## src/rtl/iti_pkg.sv

```systemverilog
package iti_pkg;

    // Timer state as seen at the ports
    typedef enum logic [1:0] {
        TMR_IDLE   = 2'd0,
        TMR_TIMING = 2'd1,
        TMR_PICKED = 2'd2
    } tmr_state_e;

    // Bundle of the decision flags carried between stages
    typedef struct packed {
        logic above;   // held comparator result
        logic picked;  // timer output
        logic trip;    // latched trip
    } iti_flags_t;

    localparam int HALF_TURN_DEG = 180;
    localparam int FULL_TURN_DEG = 360;

    // Scale whole degrees into fixed point
    function automatic int deg_to_fix(input int deg, input int frac_w);
        return deg * (2 ** frac_w);
    endfunction

endpackage

```

## src/rtl/iti_angle_cmp.sv

```systemverilog
module iti_angle_cmp
    import iti_pkg::*;
#(
    parameter int ANG_W       = 16,
    parameter int FRAC_W      = 6,
    parameter int DEF_THR_DEG = 8
) (
    input  logic                    clk,
    input  logic                    rst,
    input  logic                    frame_vld_i,
    input  logic signed [ANG_W-1:0] loc_i,
    input  logic signed [ANG_W-1:0] rem_i,
    input  logic                    thr_we_i,
    input  logic        [ANG_W-1:0] thr_i,
    output logic                    cmp_o
);
    localparam int DW     = ANG_W + 2;
    localparam int HALF_I = deg_to_fix(HALF_TURN_DEG, FRAC_W);
    localparam int FULL_I = deg_to_fix(FULL_TURN_DEG, FRAC_W);
    localparam int DEF_I  = deg_to_fix(DEF_THR_DEG, FRAC_W);
    localparam logic signed [DW-1:0]  HALF    = HALF_I[DW-1:0];
    localparam logic signed [DW-1:0]  FULL    = FULL_I[DW-1:0];
    localparam logic [ANG_W-1:0]      DEF_THR = DEF_I[ANG_W-1:0];

    logic signed [DW-1:0] diff;
    logic signed [DW-1:0] folded;
    logic signed [DW-1:0] mag;
    logic signed [DW-1:0] thr_ext;
    logic                 above;
    logic [ANG_W-1:0]     thr_q;
    logic                 cmp_q;

    // Signed difference, folded into one turn centred on zero
    always_comb begin
        diff = DW'(loc_i) - DW'(rem_i);
        if (diff > HALF)
            folded = diff - FULL;
        else if (diff < -HALF)
            folded = diff + FULL;
        else
            folded = diff;
        mag     = (folded < 0) ? -folded : folded;
        thr_ext = $signed({2'b00, thr_q});
        above   = (mag > thr_ext);
    end

    // Settable threshold
    always_ff @(posedge clk) begin
        if (rst)
            thr_q <= DEF_THR;
        else if (thr_we_i)
            thr_q <= thr_i;
    end

    // Comparator result held between strobes
    always_ff @(posedge clk) begin
        if (rst)
            cmp_q <= 1'b0;
        else if (frame_vld_i)
            cmp_q <= above;
    end

    assign cmp_o = cmp_q;

    // no strobe, no change of the held result
    p_cmp_hold_r2 : assert property (@(posedge clk) disable iff (rst)
        !frame_vld_i |=> $stable(cmp_q));

    // a load takes effect on the following edge
    p_thr_load_r5 : assert property (@(posedge clk) disable iff (rst)
        thr_we_i |=> (thr_q == $past(thr_i)));

endmodule

```

## src/rtl/iti_pickup_timer.sv

```systemverilog
module iti_pickup_timer
    import iti_pkg::*;
#(
    parameter int CNT_W = 8
) (
    input  logic             clk,
    input  logic             rst,
    input  logic             cmp_i,
    input  logic             tick_i,
    input  logic [CNT_W-1:0] pickup_i,
    output logic [CNT_W-1:0] cnt_o,
    output tmr_state_e       state_o,
    output logic             picked_o
);
    logic [CNT_W-1:0] cnt_q;
    tmr_state_e       state;

    // Counts power cycles while the condition holds; clears when it drops
    always_ff @(posedge clk) begin
        if (rst)
            cnt_q <= '0;
        else if (!cmp_i)
            cnt_q <= '0;
        else if (tick_i && (cnt_q < pickup_i))
            cnt_q <= cnt_q + 1'b1;
    end

    always_comb begin
        if (!cmp_i)
            state = TMR_IDLE;
        else if (cnt_q >= pickup_i)
            state = TMR_PICKED;
        else
            state = TMR_TIMING;
    end

    assign cnt_o    = cnt_q;
    assign state_o  = state;
    assign picked_o = (state == TMR_PICKED);

    // a dropped condition leaves a cleared counter behind
    p_clear_r7 : assert property (@(posedge clk) disable iff (rst)
        !cmp_i |=> (cnt_q == '0));

    // without a tick the count does not move
    p_no_tick_r6 : assert property (@(posedge clk) disable iff (rst)
        (cmp_i && !tick_i) |=> $stable(cnt_q));

endmodule

```

## src/rtl/iti_trip_latch.sv

```systemverilog
module iti_trip_latch (
    input  logic clk,
    input  logic rst,
    input  logic picked_i,
    output logic trip_o
);
    logic trip_q;

    always_ff @(posedge clk) begin
        if (rst)
            trip_q <= 1'b0;
        else if (picked_i)
            trip_q <= 1'b1;
    end

    assign trip_o = trip_q;

    // sticky until reset
    p_trip_sticky_r9 : assert property (@(posedge clk) disable iff (rst)
        trip_q |=> trip_q);

    // a rising trip is always caused by the timer one edge earlier
    p_trip_cause_r8 : assert property (@(posedge clk) disable iff (rst)
        $rose(trip_q) |-> $past(picked_i));

endmodule

```

## src/rtl/iti_trip_unit.sv

```systemverilog
module iti_trip_unit
    import iti_pkg::*;
#(
    parameter int ANG_W       = 16,
    parameter int FRAC_W      = 6,
    parameter int DEF_THR_DEG = 8,
    parameter int CNT_W       = 8
) (
    input  logic                    clk,
    input  logic                    rst,
    input  logic                    frame_vld_i,
    input  logic signed [ANG_W-1:0] loc_ang_i,
    input  logic signed [ANG_W-1:0] rem_ang_i,
    input  logic                    thr_we_i,
    input  logic        [ANG_W-1:0] thr_i,
    input  logic                    cyc_tick_i,
    input  logic        [CNT_W-1:0] pickup_i,
    output logic                    cmp_o,
    output logic        [1:0]       tmr_state_o,
    output logic        [CNT_W-1:0] tmr_cnt_o,
    output logic                    tmr_pick_o,
    output logic                    trip_o
);
    iti_flags_t flags;
    tmr_state_e tmr_state;

    iti_angle_cmp #(
        .ANG_W      (ANG_W),
        .FRAC_W     (FRAC_W),
        .DEF_THR_DEG(DEF_THR_DEG)
    ) u_cmp (
        .clk        (clk),
        .rst        (rst),
        .frame_vld_i(frame_vld_i),
        .loc_i      (loc_ang_i),
        .rem_i      (rem_ang_i),
        .thr_we_i   (thr_we_i),
        .thr_i      (thr_i),
        .cmp_o      (flags.above)
    );

    iti_pickup_timer #(
        .CNT_W(CNT_W)
    ) u_tmr (
        .clk     (clk),
        .rst     (rst),
        .cmp_i   (flags.above),
        .tick_i  (cyc_tick_i),
        .pickup_i(pickup_i),
        .cnt_o   (tmr_cnt_o),
        .state_o (tmr_state),
        .picked_o(flags.picked)
    );

    iti_trip_latch u_trip (
        .clk     (clk),
        .rst     (rst),
        .picked_i(flags.picked),
        .trip_o  (flags.trip)
    );

    assign cmp_o       = flags.above;
    assign tmr_pick_o  = flags.picked;
    assign trip_o      = flags.trip;
    assign tmr_state_o = tmr_state;

    // the timer can never report picked up while the comparator is low
    p_pick_needs_cmp_r11 : assert property (@(posedge clk) disable iff (rst)
        !flags.above |-> !flags.picked);

endmodule

```

## config.mk

```make
export PLATFORM = sky130hd
export DESIGN_NAME = iti_trip_unit
export DESIGN_NICKNAME = d
export VERILOG_FILES = /design/src/rtl/iti_pkg.sv /design/src/rtl/iti_angle_cmp.sv /design/src/rtl/iti_pickup_timer.sv /design/src/rtl/iti_trip_latch.sv /design/src/rtl/iti_trip_unit.sv
export SDC_FILE = /design/constraint.sdc
export NUM_CORES = 1
export LEC_CHECK = 0
export BUFFER_PORTS_ARGS = -buffer_cell sky130_fd_sc_hd__buf_2
export CAP_MARGIN = 25
export CORE_MARGIN = 5
export CORE_UTILIZATION = 50
export DETAILED_ROUTE_END_ITERATION = 7
export PLACE_DENSITY = 0.88
export RECOVER_POWER = 100
export SYNTH_ARGS = -nofsm -noshare
export SYNTH_HDL_FRONTEND = slang
export SYNTH_HIERARCHICAL = 1
export SYNTH_SLANG_ARGS = --single-unit
```

## constraint.sdc

```tcl
create_clock -name clk -period 4.95 [get_ports clk]
set_clock_uncertainty 0.05 [all_clocks]
set_input_delay 0.7425 -clock clk [delete_from_list [all_inputs] [get_ports clk]]
set_output_delay 0.7425 -clock clk [all_outputs]
set_load 0.005 [all_outputs]
```

* Yosys cells after proc, flatten, opt, wreduce, memory -nomap -nowiden *
Cells that the tools add are included.
Widths: inputs -> output; s select.

cells by class
  $add $sub $neg = 5
  magnitude comparators = 6
  equality and inequality tests = 1
  mux-type cells = 5
  bitwise gates (word level) = 1
  reductions and logical operators = 2

operators by type and width
  operator                count
  $mux 18                 3
  $add 18x16->18 const B  1
  $gt 18x15->1 const B    1
  $gt 18x17->1            1
  $lt 18x1->1 const B     1
  $lt 18x15->1 const B    1
  $neg 18->18             1
  $sub 18x16->18 const B  1
  $sub 16x16->17          1
  $add 8x1->8 const B     1
  $ge 8x8->1              1
  $lt 8x8->1              1
  $mux 2                  2
  $eq 2x2->1 const B      1
  $reduce_or 2->1         1
  $logic_and 1x1->1       1
  $not 1->1               1

storage, ports and cells
  bits in registers = 26
  input port bits = 61
  output and inout port bits = 13
  logic and storage cells = 24

* Depth between registers and ports, before layout *
Gate-level depths: netlist (run 1).

  word-level depth = 7
  depth in mapped cells = 25
  gate-level depth less buffers = 24

* By module *
Netlist (run 1), hierarchy kept.

by module, submodules not included
  module            times used  cells each  area each (sq um)  seq. area each (sq um)
  iti_angle_cmp     1           374         2942.8             340.3
  iti_pickup_timer  1           78          654.4              160.2
  iti_trip_latch    1           2           30.0               20.0

* Worst setup path before layout (run 1) *
Ideal clock, no wire load.

  path type = input-to-reg
  start point = in loc_ang_i[0]
  end point = reg u_cmp.cmp_q, in the netlist u_cmp/cmp_o
  setup time = 0.124 ns
  arrival time = 4.951 ns
  required time = 4.776 ns
  setup slack = -0.175 ns
  stages = 24
  cell sequence = inv_1 -> ha_1 -> fa_1 -> nand2b_1 -> a21oi_1 -> nor2_1 -> a211oi_2 -> o31ai_1 -> a2111o_1 -> and3_1 -> or2_1 -> mux2i_1 -> o211ai_1 -> xnor2_1 -> ha_1 -> a21o_1 -> a21oi_1 -> nor2b_1 -> o21ai_0 -> nand2b_1 -> a221oi_1 -> a41oi_1 -> mux2i_1 -> nor2_1

between the ends
  longest elaborated chain between the ends = 7
  elaborated cells on any way between the ends = 11
  classes of those cells = add/sub: 4; order compare: 4; mux: 3

RTL lines
  element                                                RTL line                                  text
  from (decl)                                            iti_trip_unit.sv:12                       input logic signed [ANG_W-1:0] loc_ang_i,
  $sub 16x16->17 *                                       iti_angle_cmp.sv:35                       diff = DW'(loc_i) - DW'(rem_i);
  $add 18x16->18 / $lt 18x15->1 (equally long branches)  iti_angle_cmp.sv:39, iti_angle_cmp.sv:38
  $mux 18                                                iti_angle_cmp.sv:38                       else if (diff < -HALF)
  $mux 18 *                                              iti_angle_cmp.sv:36                       if (diff > HALF)
  $neg 18->18 / $lt 18x1->1 (equally long branches)      iti_angle_cmp.sv:42                       mag = (folded < 0) ? -folded : folded;
  $mux 18 *                                              iti_angle_cmp.sv:42
  $gt 18x17->1 *                                         iti_angle_cmp.sv:44                       above = (mag > thr_ext);
  to (signal assigned)                                   iti_angle_cmp.sv:60                       cmp_q <= above;
  to (decl)                                              iti_angle_cmp.sv:31                       logic cmp_q;

Mark *: on every way between the ends. The rest lies on a longest branch, timed or not.
A chain may end at the register's enable or synchronous reset.

* Worst setup path in the final report (run 1) *
  start point = in rem_ang_i[9]
  end point = reg u_cmp.cmp_q, in the netlist u_cmp/cmp_o

between the ends
  longest elaborated chain between the ends = 7
  elaborated cells on any way between the ends = 11
  classes of those cells = add/sub: 4; order compare: 4; mux: 3

RTL lines
  element                                                RTL line                                  text
  from (decl)                                            iti_trip_unit.sv:13                       input logic signed [ANG_W-1:0] rem_ang_i,
  $sub 16x16->17 *                                       iti_angle_cmp.sv:35
  $add 18x16->18 / $lt 18x15->1 (equally long branches)  iti_angle_cmp.sv:39, iti_angle_cmp.sv:38
  $mux 18                                                iti_angle_cmp.sv:38
  $mux 18 *                                              iti_angle_cmp.sv:36
  $neg 18->18 / $lt 18x1->1 (equally long branches)      iti_angle_cmp.sv:42
  $mux 18 *                                              iti_angle_cmp.sv:42
  $gt 18x17->1 *                                         iti_angle_cmp.sv:44

Marks and branches as above.

==> results.txt, run 1 <==
----------------------------------------------------
[Run status]
  Outcome ... complete, no violations

[Critical path]
  Worst Reg-to-Reg Cells ... 7
  CP Data Arrival Time ... about 5000 ps
  Sort of element at the start of the critical path ... input pin
  Endpoint class of the critical path ... register
  Critical path origin ... rem_ang_i[9]
  Maximum fanout count along the critical path ... 4
  Worst Path Class, Setup ... input pin to register
  Worst reg2reg startpoint ... u_tmr/cnt_o[0]
  Worst R2R Setup Slack ... about 2700 ps
  Reg-to-reg critical path endpoint ... u_tmr/cnt_o[7]
  Data required, critical path ... 5050 ps

[Synthesis]
  Synth area leader ... ha_1
  Top area cells in the synthesized netlist ... ha_1 (14%), dfxtp_1 (14%), mux2i_1 (5.0%)
  Most numerous cell types in the synthesized netlist ... inv_1 (44), ha_1 (42), nor2_1 (42)
  Post-synthesis area per instance ... roughly 8.0 um^2
  Total nets after synthesis ... around 560
  Distinct cells, synth ... between 80 and 90
  Synthesis warning total ... 6
  Post-synthesis instance total ... between 400 and 500
  Number of flops mapped to enable cells by yosys ... 0
  Prevailing post-synth register cell ... dfxtp_1
  Post-synthesis register bit count ... 26
  Fraction of post-synthesis cell area in the top cell type by area ... ~14%
  Part of the Yosys area used for sequential elements ... about 14%
  Cell area after synthesis ... about 0.0036 mm^2
  Async set-reset flop share out of synthesis ... 0%
  Count leader, synth ... inv_1

[Drt]
  Number of iterations in the first detailed-routing pass ... 5
  Residual DRC count ... 0
  Vias per inst ... between 5 and 6
  Detailed-route wire length per cell ... ~15 um
  DRC marker count from the first detailed-route iteration ... 150
  DRT Wirelength ... 10000 um
  Total number of vias ... just under 4000
  Antenna viol nets, final ... 0

[Floorplan]
  Floorplan row count ... 31
  Top-Level Pins ... 74
  Die Area ... roughly 0.0091 mm^2
  Chip Height ... roughly 95 um
  Initial standard-cell utilization of the core ... between 50% and 60%
  Total core area ... slightly above 0.007 mm^2
  Die width ... roughly 95 um

[Global route]
  Busiest grt layer ... met2
  Global routing usage summed across all routing layers ... about a fifth
  Number of global-route vias before repair ... roughly 3700
  First-pass GRT wire length ... around 16000 um
  Met3 demand-to-capacity share in global routing ... 2.45%
  Met2 Track Usage GR ... 39.3%
  Antenna violations before repair ... 0
  Largest net degree at the start of global routing ... 21
  Congestion Overflow GR ... 0
  Global-route met1 utilization ... between 20% and 30%

[Clock tree]
  Deepest level of the CTS H-tree ... 1
  Clock buffer depth ... 2
  Clock-pin slew on the worst setup and hold paths ... ~90 ps
  TritonCTS clock tree ... done
  CTS buffer count ... 3
  Buffer cell driving the clock tree root ... clkbuf_8
  Clock insertion delay at the later pin of the skew report ... between 200 and 300 ps
  Count of clock tree sinks ... 26

[Timing]
  Max transition margin ... between 20% and 30%
  Finish-stage setup viols ... 0
  RSZ-0062 raised after global routing ... yes
  Shortest period the worst path allows ... 4930 ps
  Final worst-path cycle share ... ~100%
  Setup Total Neg Slack ... 0 ps
  Worst hold slack after final layout ... ~430 ps
  Hold violation total from the final report ... 0
  Achievable clock frequency ... around 0.20 GHz
  Worst path setup slack after routing ... between 15 and 20 ps
  Worst Max-Slew Pin Slew ... 1150 ps
  Slew Viols, Final ... 0

[Placement]
  Weighted congestion reported at the end of routability-driven placement ... approximately 0.91
  # port buffers ... 73
  Setup slack at placement ... -296 ps
  Post-placement cell area ... about 0.0045 mm^2
  DP HPWL ... between 7000 and 8000 um
  Post-Place Cells ... approximately 670

[Hold path]
  Hold_sp ... u_trip/trip_o
  Capture endpoint of the worst hold path ... u_trip/trip_o
  Hold/Removal Path Class ... register to register
  Hold Path Stages ... 1

[Pwr]
  Total chip power ... approximately 1.4 mW
  Total leakage power ... ~2.2 nW
  Total power divided by cell area ... just under 300 mW/mm^2
  Maximum ir drop on the vdd rail ... between 100 and 150 uV

[Layout]
  Post-synthesis to final-layout area growth ... 33.4%
  Fraction of layout cells with a size suffix above 1 ... a little over a third
  Non-filler instance count after layout ... roughly 680
  Antenna Diode Count ... 0
  Fin nets ... a little under 700
  Post-Layout Inst Area ... slightly below 0.005 mm^2
  Util after Layout ... approximately two thirds

[Run]
  Max-cap check violation count ... 0

----------------------------------------------------
-- layout by cell type, fill, tap and decap left out, drive strengths merged, types with 5 or more instances in the layout --
cell type,n
buf,130
inv,44
nor2,43
ha,42
a21oi,41
nand2,27
dfxtp,26
o21ai,21
xnor2,20
mux2i,19
a21o,19
nand4,10
clkbuf,9
o211ai,8
nand3,8
a211oi,8
o21a,7
nor3,7
and2,7
or3,6
o31ai,6
xor2,6
nor2b,5
-- sequential cells by signal (all words and copies together), names as in the netlist --
| signal | flops |
|---|---|
| u_cmp/cmp_o | 1 |
| u_cmp/thr_q | 16 |
| u_tmr/cnt_o | 8 |
| u_trip/trip_o | 1 |
-- area by class of cell --
cell class	instances	area (um^2)
clock buffer	4	55.1
fill	589	2340
inverter	44	168
multi-input combinational	370	3120
sequential	26	520
tap	99	124
timing repair buffer	135	852
-- worst max-delay path by stage --
stage,endpoint,slack (ps),cells after the start
global route,u_cmp/cmp_o,-180,25
floorplan,u_cmp/cmp_o,0.02,23
global placement,u_cmp/cmp_o,-130,23
detailed placement,u_cmp/cmp_o,-300,23
CTS,u_cmp/cmp_o,10,24
finish,u_cmp/cmp_o,20,23
-- critical path: stages --
cell and delay, ps:
buf_2 100, inv_1 80, ha_4 210, o21a_1 210, o21a_1 170, a221o_1 350
a211o_2 330, a2111o_1 470, and3_4 210, or2_4 250, mux2i_1 130, o211ai_1 130
xnor2_1 150, ha_1 320, a21o_1 180, a21oi_2 120, nor2b_1 60, o21ai_1 120
nand2b_1 80, a221oi_2 290, a41oi_1 90, mux2i_1 160, nor2_1 60
-- per-layer routing --
| layer | vias to the layer above | part of all wire (%) |
|---|---|---|
| li1 | 1916 | - |
| met1 | 1781 | 41 |
| met2 | 135 | 52 |
| met3 | 32 | 4.7 |
| met4 | 0 | 2.6 |
| met5 | - | 0 |
-- power breakdown --
group	leakage [nW]	switching (mW)	internal, mW
clock network	0.0288	0.0606	0.0709
logic	1.97	0.537	0.538
registers	0.213	0.0119	0.222
-- kinds of logic (layout without fill, tap and decap cells) --
group | count (synthesis) | count (layout) | synth area share (%)
simple gates | 135 | 135 | 19.5
buf+inv | 58 | 183 | 6.66
mux | 21 | 21 | 5.97
fa+ha+maj | 43 | 43 | 15.0
compound gates | 145 | 145 | 31.5
flops | 26 | 26 | 14.3
xor+xnor | 26 | 26 | 7.00
-- what timing repair did --
action,CTS,global route
hold buffers,0,0
setup buffers,0,5
gates resized for setup,3,40
pin swaps,1,29
setup endpoints to repair,1,1
No activity file was read; power rests on OpenSTA's default activity.
==> inputs of run 2 (changes only) <==
--- a/config.mk
+++ b/config.mk
@@ -11,7 +11,7 @@
 export CORE_UTILIZATION = 50
 export DETAILED_ROUTE_END_ITERATION = 7
 export PLACE_DENSITY = 0.88
-export RECOVER_POWER = 100
+export RECOVER_POWER = 50
 export SYNTH_ARGS = -nofsm -noshare
 export SYNTH_HDL_FRONTEND = slang
 export SYNTH_HIERARCHICAL = 1
==> run 2 against run 1 <==
  * Setup slack improved by 2.2 ps
  * Critical endpoint unchanged
  * Largest cell class unchanged
  * Worst hold slack hardly changed
  * Final cell count did not move
  * Wire length about the same
==> results.txt, run 2 (synthesis results as in run 1) <==
----------------------------------------------------
[Global route]
  Global routing usage summed across all routing layers ... 21.1%
  Congestion Overflow GR ... 0
  First-pass GRT wire length ... 15800 um
  Antenna violations before repair ... 0
  Number of global-route vias before repair ... between 3000 and 4000
  Largest net degree at the start of global routing ... 21

[Timing]
  RSZ-0062 raised after global routing ... yes
  Worst Max-Slew Pin Slew ... 1150 ps
  Achievable clock frequency ... roughly 0.2 GHz
  Final worst-path cycle share ... ~100%
  Hold violation total from the final report ... 0
  Max transition margin ... between 20% and 30%
  Finish-stage setup viols ... 0
  Shortest period the worst path allows ... between 4000 and 5000 ps
  Slew Viols, Final ... 0

[Clock tree]
  Buffer cell driving the clock tree root ... clkbuf_8
  Deepest level of the CTS H-tree ... 1
  Clock insertion delay at the later pin of the skew report ... roughly 260 ps
  Clock buffer depth ... 2
  Count of clock tree sinks ... 26
  CTS buffer count ... 3
  TritonCTS clock tree ... done
  Clock-pin slew on the worst setup and hold paths ... 90 ps

[Drt]
  Vias per inst ... 5.69
  Residual DRC count ... 0
  DRT Wirelength ... roughly 10000 um
  Detailed-route wire length per cell ... between 10 and 15 um
  Number of iterations in the first detailed-routing pass ... 4
  Antenna viol nets, final ... 0
  DRC marker count from the first detailed-route iteration ... 140
  Total number of vias ... 3858

[Critical path]
  Sort of element at the start of the critical path ... input pin
  Endpoint class of the critical path ... register
  Data required, critical path ... between 5000 and 6000 ps
  CP Data Arrival Time ... between 5000 and 6000 ps
  Largest stage delay on the critical path ... 470 ps
  Worst R2R Setup Slack ... roughly 2900 ps
  Critical Path Slowest Stage Cell ... a2111o_1
  Maximum fanout count along the critical path ... 4
  Cell-by-cell listing of the critical path ... buf_2 -> inv_1 -> ha_4 -> o21a_1 -> o21a_1 -> a221o_1 -> a211o_2 -> a2111o_1 -> and3_4 -> or2_4 -> mux2i_1 -> o211ai_1 -> xnor2_1 -> ha_1 -> a21o_1 -> a21oi_2 -> nor2b_1 -> o21ai_1 -> nand2b_1 -> a221oi_2 -> a41oi_1 -> mux2i_1 -> nor2_1
  Worst Path Class, Setup ... input pin to register

[Layout]
  Max FFs per register ... 16
  Fraction of layout cells with a size suffix above 1 ... around 37%
  Antenna Diode Count ... 0
  Util after Layout ... between 60% and 70%
  Register ranked first by flip-flop count ... u_cmp/thr_q
  Fillers ... 584
  Post-synthesis to final-layout area growth ... 33.7%
  Top library cells by usage in the layout, fill and taps aside ... buf_2 (70), buf_4 (59), inv_1 (43), nor2_1 (40), ha_1 (34)
  Fin nets ... slightly below 700
  Most frequent standard cell in the layout excluding fill and tap cells ... buf_2

[Pwr]
  Maximum ir drop on the vdd rail ... around 120 uV
  Switching component of the power ... about 610 uW
  Clock Power Share ... a little under a tenth
  Total power divided by cell area ... approximately 300 mW/mm^2
  Switching Share ... 42.3%
  Sequential cell fraction of total power ... ~16%
  Internal power consumption ... approximately 830 uW
  Combinational Power Share ... around three quarters
  Total chip power ... roughly 1.4 mW
  Total leakage power ... roughly 2.2 nW

[Floorplan]
  Floorplan row count ... 31
  Total core area ... about 0.0072 mm^2
  Top-Level Pins ... between 70 and 80
  Initial standard-cell utilization of the core ... about half
  Die Area ... 0.00906 mm^2
  Chip Height ... approximately 95 um
  Die width ... ~95 um

[Placement]
  # port buffers ... between 70 and 80
  Weighted congestion reported at the end of routability-driven placement ... 0.912
  DP HPWL ... around 8000 um

[Hold path]
  Hold/Removal Path Class ... register to register

[Run status]
  Outcome ... complete, no violations

[Run]
  Max-cap check violation count ... 0

----------------------------------------------------
[run 2: power by group through the flow]
stage	Combinational, mW	Sequential (mW)	Clock, mW
2_1_floorplan	0.680	0.236	0
3_3_place_gp	0.932	0.238	0
3_5_place_dp	0.977	0.239	0
4_1_cts	0.991	0.234	0.135
5_1_grt	1.18	0.236	0.143
6_report	1.08	0.234	0.131
[run 2: cell type report]
cell class / count / area, um^2 / area share, %
Tap cell: 99 / 124 / 2.55
Inverter: 44 / 168 / 3.46
Sequential cell: 26 / 520 / 10.7
Clock buffer: 4 / 55.1 / 1.13
Multi-Input combinational cell: 370 / 3130 / 64.5
Timing Repair Buffer: 135 / 857 / 17.7
[run 2: critical path: cells and delay by family]
kind | cells | cell delay [ps]
multiplexers | 2 | 290
adder cells (fa/ha/maj) | 2 | 530
AO/OA/AOI/OAI | 11 | 2450
AND/OR/NAND/NOR | 5 | 660
buffers and inverters | 2 | 180
XOR/XNOR | 1 | 150
[run 2: final timing paths]
check,to,cells after the start,start
setup / recovery,u_cmp/cmp_o,23,rem_ang_i[9]
hold / removal,u_trip/trip_o,1,u_trip/trip_o
setup reg to reg,u_cmp/cmp_o,10,u_cmp/thr_q[3]
hold reg to reg,u_trip/trip_o,1,u_trip/trip_o
[run 2: routing by layer]
metal	vias up	track usage (%)	share of wire (%)
li1	1918	-	-
met1	1778	25.0	41
met2	134	39.3	52
met3	28	2.45	4.5
met4	0	6.61	2.3
met5	-	0	0
[run 2: through the flow]
step	area (um^2)	instances	hold slack, ps	setup WS (ps)	TNS, ps
after detailed placement	4520	669	415	-296	-296
after global routing	4850	678	460	-182	-182
final	4850	678	429	19.2	0
after floorplan	3690	454	410	0.0191	0
after CTS	4580	673	435	12.3	0
after global placement	4520	669	398	-126	-126
[run 2: what timing repair did]
item,4_1_cts,5_1_grt
endpoints found under the setup margin,1,1
hold buffers,0,0
hold endpoints to repair,0,0
pin swaps,1,29
setup buffers,0,5
gates resized for setup,3,40
